File: config.mk
export PLATFORM = sky130hd
export DESIGN_NAME = rxq_mailbox
export DESIGN_NICKNAME = d
export VERILOG_FILES = /design/src/rtl/rxq_pkg.sv /design/src/rtl/rxq_store.sv /design/src/rtl/rxq_irq.sv /design/src/rtl/rxq_regs.sv /design/src/rtl/rxq_mailbox.sv
export SDC_FILE = /design/constraint.sdc
export NUM_CORES = 1
export LEC_CHECK = 0
export BUFFER_PORTS_ARGS = -buffer_cell sky130_fd_sc_hd__buf_2
export CORE_ASPECT_RATIO = 1.25
export CORE_MARGIN = 2
export CORE_UTILIZATION = 40
export CTS_CLUSTER_DIAMETER = 80
export DETAILED_ROUTE_END_ITERATION = 6
export GPL_TIMING_DRIVEN = 0
export SLEW_MARGIN = 30
export SYNTH_ARGS = -nofsm -noshare
export SYNTH_HDL_FRONTEND = slang
export SYNTH_HIERARCHICAL = 1
export SYNTH_SLANG_ARGS = --single-unit
File: constraint.sdc
create_clock -name clk -period 24.6 [get_ports clk]
set_input_delay 0 -clock clk [delete_from_list [all_inputs] [get_ports clk]]
set_output_delay 0 -clock clk [all_outputs]
set_load 0.005 [all_outputs]
File: src/rtl/rxq_pkg.sv
package rxq_pkg;
  localparam int RXQ_ID_W   = 3;
  localparam int RXQ_WORD_W = 32;
  localparam int RXQ_MASK_W = 5;

  localparam logic [7:0] OFS_TAG   = 8'h00;
  localparam logic [7:0] OFS_LO    = 8'h04;
  localparam logic [7:0] OFS_HI    = 8'h08;
  localparam logic [7:0] OFS_POP   = 8'h0C;
  localparam logic [7:0] OFS_CLR   = 8'h10;
  localparam logic [7:0] OFS_STAT  = 8'h14;
  localparam logic [7:0] OFS_PEND  = 8'h18;
  localparam logic [7:0] OFS_MASK  = 8'h1C;
  localparam logic [7:0] OFS_DEPTH = 8'h24;

  typedef struct packed {
    logic [RXQ_ID_W-1:0]   tag;
    logic [RXQ_WORD_W-1:0] hi;
    logic [RXQ_WORD_W-1:0] lo;
  } rxq_msg_t;
endpackage

File: src/rtl/rxq_store.sv
module rxq_store
  import rxq_pkg::*;
#(
  parameter int DEPTH = 8,
  localparam int PTR_W = (DEPTH > 1) ? $clog2(DEPTH) : 1
) (
  input  logic             clk,
  input  logic             rst,
  input  logic             push_i,
  input  rxq_msg_t         msg_i,
  input  logic             pop_i,
  input  logic             clr_i,
  output rxq_msg_t         head_o,
  output logic [PTR_W-1:0] rd_ptr_o,
  output logic [PTR_W-1:0] wr_ptr_o,
  output logic             full_o,
  output logic             empty_o,
  output logic             push_acc_o
);
  localparam logic [PTR_W-1:0] LAST = PTR_W'(DEPTH - 1);

  rxq_msg_t         mem [DEPTH];
  logic [PTR_W-1:0] rd_q, wr_q;
  logic             full_q;
  logic             empty, push_acc, pop_acc;
  logic [PTR_W-1:0] rd_inc, wr_inc;

  assign empty    = (rd_q == wr_q) && !full_q;
  assign push_acc = push_i && !full_q && !clr_i;
  assign pop_acc  = pop_i && !empty && !clr_i;
  assign rd_inc   = (rd_q == LAST) ? '0 : rd_q + 1'b1;
  assign wr_inc   = (wr_q == LAST) ? '0 : wr_q + 1'b1;

  // storage: single write port, no reset, so it maps onto RAM
  always_ff @(posedge clk) begin
    if (push_acc) mem[wr_q] <= msg_i;
  end

  always_ff @(posedge clk) begin
    if (rst || clr_i) begin
      rd_q   <= '0;
      wr_q   <= '0;
      full_q <= 1'b0;
    end else begin
      if (push_acc) wr_q <= wr_inc;
      if (pop_acc)  rd_q <= rd_inc;
      if (push_acc && !pop_acc && (wr_inc == rd_q)) full_q <= 1'b1;
      else if (pop_acc && !push_acc)                full_q <= 1'b0;
    end
  end

  assign head_o     = mem[rd_q];
  assign rd_ptr_o   = rd_q;
  assign wr_ptr_o   = wr_q;
  assign full_o     = full_q;
  assign empty_o    = empty;
  assign push_acc_o = push_acc;

  a_r3_full_ptrs_meet: assert property (@(posedge clk) disable iff (rst)
    full_q |-> (rd_q == wr_q));
  a_r3_ptr_in_range: assert property (@(posedge clk) disable iff (rst)
    (rd_q <= LAST) && (wr_q <= LAST));
  a_r4_no_overflow: assert property (@(posedge clk) disable iff (rst)
    (full_q && push_i && !pop_i && !clr_i) |=> (wr_q == $past(wr_q)) && full_q);
  a_r5_empty_pop_ignored: assert property (@(posedge clk) disable iff (rst)
    (empty && pop_i && !push_i && !clr_i) |=> (rd_q == $past(rd_q)));
  a_r6_clear_empties: assert property (@(posedge clk) disable iff (rst)
    clr_i |=> (rd_q == '0) && (wr_q == '0) && !full_q);
  a_r10_both_move: assert property (@(posedge clk) disable iff (rst)
    (push_i && pop_i && !empty && !full_q && !clr_i)
      |=> (rd_q != $past(rd_q)) && (wr_q != $past(wr_q)) && !full_q);
endmodule

File: src/rtl/rxq_irq.sv
module rxq_irq
  import rxq_pkg::*;
(
  input  logic                  clk,
  input  logic                  rst,
  input  logic                  set_i,
  input  logic                  clr_i,
  input  logic                  mask_we_i,
  input  logic [RXQ_MASK_W-1:0] mask_wdata_i,
  output logic                  pend_o,
  output logic [RXQ_MASK_W-1:0] mask_o,
  output logic                  irq_o
);
  logic                  pend_q, pend_d, irq_q;
  logic [RXQ_MASK_W-1:0] mask_q, mask_d;

  always_comb begin
    pend_d = pend_q;
    if (clr_i) pend_d = 1'b0;
    if (set_i) pend_d = 1'b1;     // arrival beats clear
    mask_d = mask_we_i ? mask_wdata_i : mask_q;
  end

  always_ff @(posedge clk) begin
    if (rst) begin
      pend_q <= 1'b0;
      mask_q <= '1;
      irq_q  <= 1'b0;
    end else begin
      pend_q <= pend_d;
      mask_q <= mask_d;
      irq_q  <= pend_d && !mask_d[0];
    end
  end

  assign pend_o = pend_q;
  assign mask_o = mask_q;
  assign irq_o  = irq_q;

  a_r7_push_sets_pending: assert property (@(posedge clk) disable iff (rst)
    set_i |=> pend_q);
  a_r7_clear_alone: assert property (@(posedge clk) disable iff (rst)
    (clr_i && !set_i) |=> !pend_q);
  a_r8_line_needs_pending: assert property (@(posedge clk) disable iff (rst)
    irq_q |-> (pend_q && !mask_q[0]));
  a_r8_line_follows: assert property (@(posedge clk) disable iff (rst)
    (pend_q && !mask_q[0]) |-> irq_q);
endmodule

File: src/rtl/rxq_regs.sv
module rxq_regs
  import rxq_pkg::*;
#(
  parameter int DEPTH  = 8,
  parameter int ADDR_W = 8,
  localparam int PTR_W = (DEPTH > 1) ? $clog2(DEPTH) : 1
) (
  input  logic                  clk,
  input  logic                  rst,
  input  logic                  wr_i,
  input  logic                  rd_i,
  input  logic [ADDR_W-1:0]     addr_i,
  input  logic [RXQ_WORD_W-1:0] wdata_i,
  input  rxq_msg_t              head_i,
  input  logic [PTR_W-1:0]      rd_ptr_i,
  input  logic [PTR_W-1:0]      wr_ptr_i,
  input  logic                  full_i,
  input  logic                  empty_i,
  input  logic                  pend_i,
  input  logic [RXQ_MASK_W-1:0] mask_i,
  output logic                  pop_o,
  output logic                  fifo_clr_o,
  output logic                  pend_clr_o,
  output logic                  mask_we_o,
  output logic [RXQ_WORD_W-1:0] rdata_o
);
  logic [RXQ_WORD_W-1:0] rdata_q, rd_mux;
  logic [7:0]            rd8, wr8;

  assign rd8 = 8'(rd_ptr_i);
  assign wr8 = 8'(wr_ptr_i);

  assign pop_o      = wr_i && (addr_i == ADDR_W'(OFS_POP)) && wdata_i[0];
  assign fifo_clr_o = wr_i && (addr_i == ADDR_W'(OFS_CLR)) && (wdata_i == '0);
  assign pend_clr_o = wr_i && (addr_i == ADDR_W'(OFS_PEND)) && wdata_i[0];
  assign mask_we_o  = wr_i && (addr_i == ADDR_W'(OFS_MASK));

  always_comb begin
    rd_mux = '0;
    case (addr_i)
      ADDR_W'(OFS_TAG):   if (!empty_i) rd_mux = RXQ_WORD_W'(head_i.tag);
      ADDR_W'(OFS_LO):    if (!empty_i) rd_mux = head_i.lo;
      ADDR_W'(OFS_HI):    if (!empty_i) rd_mux = head_i.hi;
      ADDR_W'(OFS_STAT):  rd_mux = {rd8, wr8, 15'd0, full_i};
      ADDR_W'(OFS_PEND):  rd_mux = RXQ_WORD_W'(pend_i);
      ADDR_W'(OFS_MASK):  rd_mux = RXQ_WORD_W'(mask_i);
      ADDR_W'(OFS_DEPTH): rd_mux = RXQ_WORD_W'(DEPTH - 1);
      default:            rd_mux = '0;
    endcase
  end

  always_ff @(posedge clk) begin
    if (rst)       rdata_q <= '0;
    else if (rd_i) rdata_q <= rd_mux;
  end

  assign rdata_o = rdata_q;

  a_r3_status_reserved_zero: assert property (@(posedge clk) disable iff (rst)
    (rd_i && addr_i == ADDR_W'(OFS_STAT)) |=> (rdata_q[15:1] == '0));
  a_r9_hold_without_read: assert property (@(posedge clk) disable iff (rst)
    !rd_i |=> $stable(rdata_q));
endmodule

File: src/rtl/rxq_mailbox.sv
module rxq_mailbox
  import rxq_pkg::*;
#(
  parameter int DEPTH  = 8,
  parameter int ADDR_W = 8
) (
  input  logic                  clk,
  input  logic                  rst,
  input  logic                  rx_valid,
  input  logic [RXQ_WORD_W-1:0] rx_lo,
  input  logic [RXQ_WORD_W-1:0] rx_hi,
  input  logic [RXQ_ID_W-1:0]   rx_id,
  input  logic                  reg_wr,
  input  logic                  reg_rd,
  input  logic [ADDR_W-1:0]     reg_addr,
  input  logic [RXQ_WORD_W-1:0] reg_wdata,
  output logic [RXQ_WORD_W-1:0] reg_rdata,
  output logic                  rx_irq
);
  localparam int PTR_W = (DEPTH > 1) ? $clog2(DEPTH) : 1;

  rxq_msg_t              in_msg, head;
  logic [PTR_W-1:0]      rd_ptr, wr_ptr;
  logic                  full, empty, push_acc;
  logic                  pop, fifo_clr, pend_clr, mask_we, pend;
  logic [RXQ_MASK_W-1:0] mask;

  assign in_msg = '{tag: rx_id, hi: rx_hi, lo: rx_lo};

  rxq_store #(.DEPTH(DEPTH)) u_store (
    .clk(clk), .rst(rst), .push_i(rx_valid), .msg_i(in_msg), .pop_i(pop),
    .clr_i(fifo_clr), .head_o(head), .rd_ptr_o(rd_ptr), .wr_ptr_o(wr_ptr),
    .full_o(full), .empty_o(empty), .push_acc_o(push_acc)
  );

  rxq_irq u_irq (
    .clk(clk), .rst(rst), .set_i(push_acc), .clr_i(pend_clr),
    .mask_we_i(mask_we), .mask_wdata_i(reg_wdata[RXQ_MASK_W-1:0]),
    .pend_o(pend), .mask_o(mask), .irq_o(rx_irq)
  );

  rxq_regs #(.DEPTH(DEPTH), .ADDR_W(ADDR_W)) u_regs (
    .clk(clk), .rst(rst), .wr_i(reg_wr), .rd_i(reg_rd), .addr_i(reg_addr),
    .wdata_i(reg_wdata), .head_i(head), .rd_ptr_i(rd_ptr), .wr_ptr_i(wr_ptr),
    .full_i(full), .empty_i(empty), .pend_i(pend), .mask_i(mask),
    .pop_o(pop), .fifo_clr_o(fifo_clr), .pend_clr_o(pend_clr),
    .mask_we_o(mask_we), .rdata_o(reg_rdata)
  );
endmodule

==> results.sh <==
export IMPL_grt_pass1_wl_microns=80210
export IMPL_fin_cells=2232
export IMPL_clock_latency_ns=0.60
export IMPL_hold_class="in2reg"
export IMPL_floorplan_initialDensity_pct=40.38
export IMPL_synth_cell_type_count=56
export IMPL_fin_ws_ns=21.09
export IMPL_crit_path_max_fanout=10
export IMPL_synthToLayoutAreaGrowth_pct=22.64
export IMPL_max_slew_margin_rel_pct=33.27
export IMPL_drc=0
export IMPL_cp_arrival_ns=4.00
export IMPL_port_buffer_count=143
export IMPL_numClockSinks=585
export IMPL_critPathKind="reg2reg"
export IMPL_hold_buffers=94
export IMPL_wire_per_inst_microns=24.05
export IMPL_grt_pass1_vias=12450
export IMPL_ios=145
export IMPL_synthesis_nets=1178
export IMPL_leakage_nw=9.457
export IMPL_dieArea_sq_um=59500
export IMPL_fin_crit_sh_pct=14.27
export IMPL_async_flop_share_pct=0
export IMPL_die_w_microns=218.6
export IMPL_dp_hpwl_microns=37300
export IMPL_cts_setup_buffers=0
export IMPL_cts_tree="done"
export IMPL_maxCapViolCount=0
export IMPL_finalCriticalPeriod_ns=3.510
export IMPL_hold_viol=0
export IMPL_die_h_microns=272.2
export IMPL_clkTransAtPathRegs_ns=0.07
export IMPL_final_common_cell="edfxtp_1"
export IMPL_syn_area_sq_um=23020
export IMPL_fin_tns_setup_ns=0
export IMPL_crit_required_ns=25.09
export IMPL_drt_vias_per_instance=5.271
export IMPL_ant_nets=0
export IMPL_status="finished, final reports clean"
export IMPL_synth_edf_count=536
export IMPL_htreeDepth=2
export IMPL_cts_buffer_depth=3
export IMPL_overflow=0
export IMPL_dp_slack_ns=20.98
export IMPL_rows=98
export IMPL_drt_total_wl_microns=53680
export IMPL_ctsResizeCount=0
export IMPL_ys_seq_area_share_pct=74.18
export IMPL_fin_nets=1553
export IMPL_fin_hold_ws_ns=0.03828
export IMPL_place_inst=2037
export IMPL_core_area_sq_um=57020
export IMPL_synth_top_flop_cell="edfxtp_1"
export IMPL_rsz0062_at_grt="false"
export IMPL_drive_above_1_share_pct=37.52
export IMPL_worstSetupEndpointType="flip-flop"
export IMPL_ys_ff_latch=585
export IMPL_drt_iter0_drc=939
export IMPL_cts_root_buffer="clkbuf_16"
export IMPL_antennaDiodeCount=0
export IMPL_ys_warnings_count=6
export IMPL_grt_usage_pct=18.38
export IMPL_power_mw=2.006
export IMPL_grt_max_degree=17
export IMPL_vias=11770
export IMPL_p_per_area_nw_per_um2=71.06
export IMPL_ir_worst_vdd_uv=53.34
export IMPL_skew_ns=0.01603
export IMPL_cp_start_kind="flip-flop"
export IMPL_avgSynthCellArea_sq_um=21.68
export IMPL_setup_viol_count_final=0
export IMPL_tightest_slew_ns=1.001
export IMPL_antenna_found_initial=3
export IMPL_drtPass1Iterations=5
export IMPL_syn_inst=1062
export IMPL_layout_common_cells="536 x edfxtp_1, 175 x buf_2, 118 x mux4_2"
export IMPL_cts_buffers_inserted=54
export IMPL_place_gp_congestion=0.7837
export IMPL_drv_slew=0
export IMPL_max_clock_freq_mhz=284.9
-- worst max-delay path: stages, from the launching register on --
cell           delay, ns
dfxtp_1             0.31
clkbuf_1            0.43
buf_2               0.44
buf_2               0.40
mux4_2              0.36
mux2_4              0.30
mux2i_1             0.13
nor2_1              0.05
o21ai_0             0.28
a311oi_1            0.13
dlygate4sd3_1       0.56
-- per-stage QoR --
| step | area (sq um) | utilization (%) |
|---|---|---|
| detailed placement | 25610 | 44.91 |
| floorplan | 23020 | - |
| global route | 28230 | 49.52 |
| global placement | 24670 | 43.28 |
| finish | 28230 | 49.52 |
| CTS | 28220 | 49.50 |
-- routing by layer --
layer / GRT usage [%] / share of wire (%)
met2: 31.19 / 50
met5: 0 / 0.060
met3: 3.227 / 5.2
met4: 4.780 / 1.9
met1: 24.52 / 43
-- synth_stat cells (10+ instances only) --
library cell / number / area [sq um]
nor4_1: 10 / 62.56
nand2_1: 37 / 138.9
nor2b_1: 10 / 62.56
mux4_1: 16 / 420.4
o21ai_2: 16 / 140.1
mux4_2: 118 / 2658
edfxtp_1: 536 / 16100
nor2_1: 14 / 52.55
dfxtp_1: 49 / 980.9
mux2_4: 60 / 900.9
a22oi_1: 23 / 172.7
clkbuf_1: 23 / 86.33
a22o_1: 20 / 175.2
buf_2: 18 / 90.09
-- where the power goes --
part           total [mW]  internal, mW  switching (mW)  leakage, nW
Sequential           1.11          1.11         0.00457         5.26
Clock               0.799         0.445           0.354        0.816
Combinational      0.0963        0.0459          0.0504         3.38
-- state kept, by name, summed over array words and instances (netlist names), named ones only --
register and flops:
u_store/mem 536, u_regs/rdata_o 32, u_irq/mask_o 5, u_store/rd_ptr_o 3, u_store/wr_ptr_o 3, u_irq/irq_o 1
u_irq/pend_o 1, u_store/full_o 1
-- path summary, 6_finish.rpt --
| kind | start | slack [ns] | end | cells after the start |
|---|---|---|---|---|
| hold / removal | reg_addr[6] | 0.04 | u_irq/pend_o | 6 |
| setup / recovery | flip-flop | 21.09 | u_regs/rdata_o[1] | 10 |
| hold reg to reg | u_regs/rdata_o[9] | 0.45 | u_regs/rdata_o[9] | 2 |
| setup reg to reg | flip-flop | 21.09 | u_regs/rdata_o[1] | 10 |
-- logic make-up after synthesis --
kind of cell	count (synthesis)	share of synthesized area, %
xor+xnor	6	0.2283
compound gates	91	3.196
simple gates	110	2.603
mux	206	17.84
buf+inv	60	1.734
fa+ha+maj	4	0.2174
flops	585	74.18
-- area by class of cell --
cell class                      instances  area [sq um]
Clock inverter                         25         180.2
Clock buffer                           76          1495
Tap cell                              750         938.4
Multi-Input combinational cell        417          5608
Timing Repair Buffer                  319          2531
Inverter                                4         15.01
Fill cell                            4690         28790
Buffer                                 56         387.9
Sequential cell                       585         17080
Power figures use the tool's default switching activity.
